[config.mk]
export PLATFORM = sky130hd
export DESIGN_NAME = ref_sched
export DESIGN_NICKNAME = d
export VERILOG_FILES = /design/src/rtl/ref_sched_pkg.sv /design/src/rtl/ref_interval_timer.sv /design/src/rtl/ref_pend_ctr.sv /design/src/rtl/ref_sched.sv
export SDC_FILE = /design/constraint.sdc
export NUM_CORES = 1
export LEC_CHECK = 0
export BUFFER_PORTS_ARGS = -buffer_cell sky130_fd_sc_hd__buf_2
export CAP_MARGIN = 15
export CORE_ASPECT_RATIO = 1.1
export CORE_MARGIN = 1
export CORE_UTILIZATION = 40
export CTS_BUF_LIST = sky130_fd_sc_hd__clkbuf_2 sky130_fd_sc_hd__clkbuf_4 sky130_fd_sc_hd__clkbuf_8
export CTS_CLUSTER_DIAMETER = 40
export CTS_CLUSTER_SIZE = 10
export DETAILED_ROUTE_END_ITERATION = 10
export SYNTH_ARGS = -nofsm -noshare
export SYNTH_HDL_FRONTEND = slang
export SYNTH_SLANG_ARGS = --single-unit
[constraint.sdc]
create_clock -name clk -period 4.6 [get_ports clk]
set_input_delay 0.92 -clock clk [delete_from_list [all_inputs] [get_ports clk]]
set_output_delay 0.92 -clock clk [all_outputs]
set_load 0.02 [all_outputs]
[src/rtl/ref_sched_pkg.sv]
package ref_sched_pkg;

    // Action applied to the owed-refresh backlog on a clock edge
    typedef enum logic [1:0] {
        PEND_HOLD  = 2'd0,
        PEND_UP    = 2'd1,
        PEND_DOWN  = 2'd2,
        PEND_CLEAR = 2'd3
    } pend_op_e;

    // Halt wins; a simultaneous add and take cancel each other
    function automatic pend_op_e pick_pend_op(input logic halt,
                                              input logic add,
                                              input logic take);
        if (halt)
            return PEND_CLEAR;
        if (add && !take)
            return PEND_UP;
        if (take && !add)
            return PEND_DOWN;
        return PEND_HOLD;
    endfunction

endpackage

[src/rtl/ref_interval_timer.sv]
module ref_interval_timer #(
    parameter int CNT_W = 16
) (
    input  logic             clk,
    input  logic             rst,
    input  logic             run_i,
    input  logic [CNT_W-1:0] interval_i,
    output logic             tick_o
);
    logic [CNT_W-1:0] cnt_q;
    logic [CNT_W-1:0] lim_q;
    logic [CNT_W-1:0] lim_eff;

    // An interval of zero behaves as one cycle
    assign lim_eff = (lim_q == '0) ? CNT_W'(1) : lim_q;
    assign tick_o  = run_i && (cnt_q >= lim_eff - CNT_W'(1));

    always_ff @(posedge clk) begin
        if (rst) begin
            cnt_q <= '0;
            lim_q <= interval_i;
        end else if (run_i) begin
            if (tick_o) begin
                cnt_q <= '0;
                lim_q <= interval_i;   // new interval only at reload
            end else begin
                cnt_q <= cnt_q + CNT_W'(1);
            end
        end
    end

    AST_CNT_FROZEN: assert property (@(posedge clk) disable iff (rst)
        !run_i |=> $stable(cnt_q));

    AST_CNT_IN_RANGE: assert property (@(posedge clk) disable iff (rst)
        cnt_q < lim_eff);

endmodule

[src/rtl/ref_pend_ctr.sv]
module ref_pend_ctr
    import ref_sched_pkg::*;
#(
    parameter int PEND_MAX = 8,
    parameter int PEND_W   = $clog2(PEND_MAX + 1)
) (
    input  logic              clk,
    input  logic              rst,
    input  logic              clear_i,
    input  logic              add_i,
    input  logic              take_i,
    output logic [PEND_W-1:0] pend_o
);
    localparam logic [PEND_W-1:0] CAP = PEND_W'(PEND_MAX);

    logic [PEND_W-1:0] pend_q;
    pend_op_e          op;

    assign op     = pick_pend_op(clear_i, add_i, take_i);
    assign pend_o = pend_q;

    always_ff @(posedge clk) begin
        if (rst) begin
            pend_q <= '0;
        end else begin
            unique case (op)
                PEND_CLEAR: pend_q <= '0;
                PEND_UP:    if (pend_q < CAP)    pend_q <= pend_q + PEND_W'(1);
                PEND_DOWN:  if (pend_q != '0)    pend_q <= pend_q - PEND_W'(1);
                default:    pend_q <= pend_q;
            endcase
        end
    end

    AST_PEND_CAP: assert property (@(posedge clk) disable iff (rst)
        pend_q <= CAP);

    AST_TAKE_DEC: assert property (@(posedge clk) disable iff (rst)
        (take_i && !add_i && !clear_i && pend_q != '0)
            |=> pend_q == $past(pend_q) - PEND_W'(1));

    AST_CLEAR: assert property (@(posedge clk) disable iff (rst)
        clear_i |=> pend_q == '0);

endmodule

[src/rtl/ref_sched.sv]
module ref_sched #(
    parameter int CNT_W    = 16,
    parameter int NUM_CS   = 4,
    parameter int PEND_MAX = 8,
    parameter int PEND_W   = $clog2(PEND_MAX + 1)
) (
    input  logic              clk,
    input  logic              rst,
    input  logic [CNT_W-1:0]  interval_i,
    input  logic              refresh_off_i,
    input  logic [NUM_CS-1:0] cs_skip_i,
    input  logic              sw_refresh_i,
    input  logic              grant_i,
    output logic              req_o,
    output logic [NUM_CS-1:0] req_cs_o,
    output logic [PEND_W-1:0] pend_o
);
    logic run;
    logic any_cs;
    logic tick;
    logic add;
    logic take;
    logic [PEND_W-1:0] pend;

    assign run    = !refresh_off_i;
    assign any_cs = !(&cs_skip_i);
    assign add    = tick && any_cs;
    assign req_o  = (pend != '0) && run && any_cs;
    assign take   = req_o && grant_i;
    assign pend_o = pend;

    ref_interval_timer #(.CNT_W(CNT_W)) u_timer (
        .clk        (clk),
        .rst        (rst),
        .run_i      (run),
        .interval_i (interval_i),
        .tick_o     (tick)
    );

    ref_pend_ctr #(.PEND_MAX(PEND_MAX), .PEND_W(PEND_W)) u_pend (
        .clk     (clk),
        .rst     (rst),
        .clear_i (refresh_off_i),
        .add_i   (add),
        .take_i  (take),
        .pend_o  (pend)
    );

    for (genvar i = 0; i < NUM_CS; i++) begin : g_cs
        assign req_cs_o[i] = req_o && !cs_skip_i[i];
    end

    AST_OFF_NO_REQ: assert property (@(posedge clk) disable iff (rst)
        refresh_off_i |-> !req_o);

    AST_ALL_MASKED: assert property (@(posedge clk) disable iff (rst)
        (&cs_skip_i) |-> (!req_o && req_cs_o == '0));

    AST_SW_NO_PEND: assert property (@(posedge clk) disable iff (rst)
        (sw_refresh_i && !tick && !take && run) |=> $stable(pend));

endmodule

==> results.toml <==
[run_status]
status = "complete, no violations"

[drt]
routedWlPerCell_um = 11.7
viasPerCell = 4.83
antenna_left = 0
drc_errors = 0
drt_pass1_iterations = 4
drtIter0Drc = 53
drt_wl_total_um = 4270
num_vias = 1764

[global_routing]
grt_max_degree = 17
grt_util_met1_pct = 18.2
overflow = 0
grt_antenna_before_repair = 0
grt_pass1_vias = 1621
busiest_layer = "met2"
grt_use_met2_pct = 27.7
grt_pass1_wl_um = 7020
grtUsageTotal_pct = 15.8
grtUsageMet3_pct = 3.39

[synthesis]
synth_ff_type = "dfxtp_1"
ys_warn_count = 0
synthDistinctLibCells = 42
syn_avg_cell_area_um2 = 9.90
syn-instance-count = 224
ys_async_sr_fraction_pct = 0
ys_ff_latch = 36
synth_edf_count = 16
ys_seq_area_share_pct = 39.7
synth_nets = 273
synthesis.area_mm2 = 0.00222

[final_layout]
multi_input_area_mm2 = 0.00141
nets = 339
antenna_cells = 0
area_growth_pct = 29.5
drive_above_1_share_pct = 31.4
nFillCells = 485
register_area_um2 = 881

[timing]
finalWorstSetupSlack_ps = 202
rsz0062_at_grt = "yes"
setup_viol = 0
final.min_clock_period_ps = 4400
fin_tns_setup_ps = 0
max_freq_mhz = 227
hold_viol_final = 0
finalMaxSlewViolations = 0
tightestPinTransition_ps = 480
fin_crit_sh_pct = 95.6
slew_headroom_pct = 68.0
clock_skew_ps = 8.01

[setup_path]
worstPathArrival_ps = 4580
startpoint = "u_timer.lim_q[8]"
critPathCapture = "u_pend.pend_o[3]"
critPathKind = "flip-flop to flip-flop"
startpoint_type = "flip-flop"
rr_worst_depth = 22
critPathMaxFanout = 4
reg2reg_from = "u_timer.lim_q[8]"
endpoint_kind = "flip-flop"
reg2reg_to = "u_pend.pend_o[3]"
cp_data_required_time_ps = 4780
r2r_slack_ps = 200

[floorplan]
start_util_pct = 41.4
die_h_um = 80.1
io_pins = 34
die_x_um = 73.0
row_count = 28
die_area_mm2 = 0.00585
fp.coreArea_mm2 = 0.00536

[power_and_ir_drop]
power_mw = 0.729
powerDensity_mw_per_mm2 = 254
ir_drop_uv = 196
p_leak_nw = 1.21

[clock_network]
clockBufferDepth = 2
cts_tree = "built"
numCtsBuffers = 5
clk_pin_slew_ps = 70
cts_max_level = 2
clk-insertion-delay-late_ps = 290
clock_tree.root_cell = "clkbuf_8"
cts_num_sinks = 36

[placement]
globalplace.congestion = 0.796
post-place-ws_ps = -17.9
port_buffers = 32
post-dp-hpwl_um = 3280

[worst_hold_path]
hold_start = "u_timer.cnt_q[0]"
hp-class = "flip-flop to flip-flop"

[job]
max-cap-violations = 0
[cells by family (layout without fill, tap and decap cells)]
family	after synthesis	count (layout)	synth area share, %
AO/OA/AOI/OAI	28	28	8.18
flip-flops	36	36	39.7
buffers and inverters	9	75	1.69
multiplexers	1	1	0.451
adder cells (fa/ha/maj)	24	24	13.9
XOR/XNOR	29	29	11.5
AND/OR/NAND/NOR	97	97	24.6
[state kept, by name (all words and copies together), names as in the netlist]
name,count
u_timer.cnt_q,16
u_timer.lim_q,16
u_pend.pend_o,4
[metrics by stage]
stage	instances	util [%]	hold WS, ps	area, um^2
floorplan	224	-	487	2220
global placement	355	49.6	518	2660
detailed placement	355	49.6	522	2660
CTS	362	51.2	534	2740
global route	365	53.6	591	2870
finish	365	53.6	540	2870
[worst min-delay path by stage]
stage | endpoint | cells after the start
6_report | u_timer.cnt_q[0] | 2
5_1_grt | u_timer.cnt_q[0] | 2
4_1_cts | u_timer.cnt_q[0] | 2
3_5_place_dp | u_timer.cnt_q[0] | 2
3_3_place_gp | u_timer.cnt_q[0] | 2
2_1_floorplan | u_timer.cnt_q[0] | 2
[routing by layer]
layer / share of wire (%) / wire length (um)
met5: 0 / 0
met4: 2.5 / 108
met3: 2.6 / 113
met2: 49 / 2100
met1: 46 / 1940
[critical path, cell delays in order (launching register included)]
cell and delay (ps):
edfxtp_1 390, or4_4 570, nor2_4 160, a31oi_4 110, ha_4 190, nand2b_4 70, or3_4 130, nor2_2 30
xnor2_1 110, ha_1 290, nand4_1 160, nor4_1 300, buf_4 160, o31ai_2 70, nand3_2 130, a31oi_4 100
ha_2 210, ha_1 260, a21o_1 160, a21oi_2 180, xnor2_2 160, nor4b_2 70, a221o_1 250
[power by group]
| part | switching (mW) | internal [mW] | leakage, nW |
|---|---|---|---|
| logic | 0.0758 | 0.0687 | 0.849 |
| clock network | 0.104 | 0.116 | 0.0452 |
| registers | 0.0140 | 0.350 | 0.315 |
| total | 0.194 | 0.535 | 1.21 |
[timing repair]
item | 4_1_cts | 5_1_grt
gates cloned | 0 | 0
hold buffers | 0 | 0
gates resized for setup | 0 | 18
setup buffers | 0 | 3
pin swaps | 1 | 13
endpoints found under the setup margin | 1 | 4
[synthesized netlist by cell type, drive strengths merged (2+ instances only)]
cell type | count | area (um^2)
nand3 | 5 | 25.0
clkbuf | 2 | 7.51
ha | 23 | 288
nand2b | 3 | 18.8
xor2 | 6 | 52.6
a221o | 2 | 20.0
or4 | 2 | 18.8
a21oi | 9 | 45.0
nand4 | 10 | 62.6
o21ai | 4 | 20.0
dfxtp | 20 | 400
edfxtp | 16 | 480
nor3 | 9 | 50.1
o31ai | 2 | 15.0
nor4 | 4 | 25.0
nor2b | 8 | 50.1
inv | 6 | 22.5
and3 | 4 | 25.0
or3 | 2 | 22.5
a31oi | 4 | 25.0
xnor2 | 23 | 201
nand2 | 14 | 52.6
and2 | 15 | 93.8
nor2 | 17 | 71.3
[final cells by class]
type                       instances  area share [%]
inverter                           6           0.784
timing repair buffer              62            13.4
tap                               75            3.27
multi-input combinational        179            48.9
clock buffer                       7            2.92
sequential                        36            30.7
[cells in the final DEF (no fill, tap or decap), types with 3 or more instances in the layout]
cell type	n
nand3_1	4
dfxtp_1	20
clkbuf_8	5
and2_1	15
and3_1	4
nor4_1	4
nor3_1	7
o21ai_0	3
nor2b_1	8
buf_4	30
edfxtp_1	16
xnor2_1	22
buf_2	32
xor2_1	6
nor2_1	14
inv_1	5
nand2_1	14
nand4_1	10
ha_1	20
a21oi_1	8
Power figures use the tool's default switching activity.
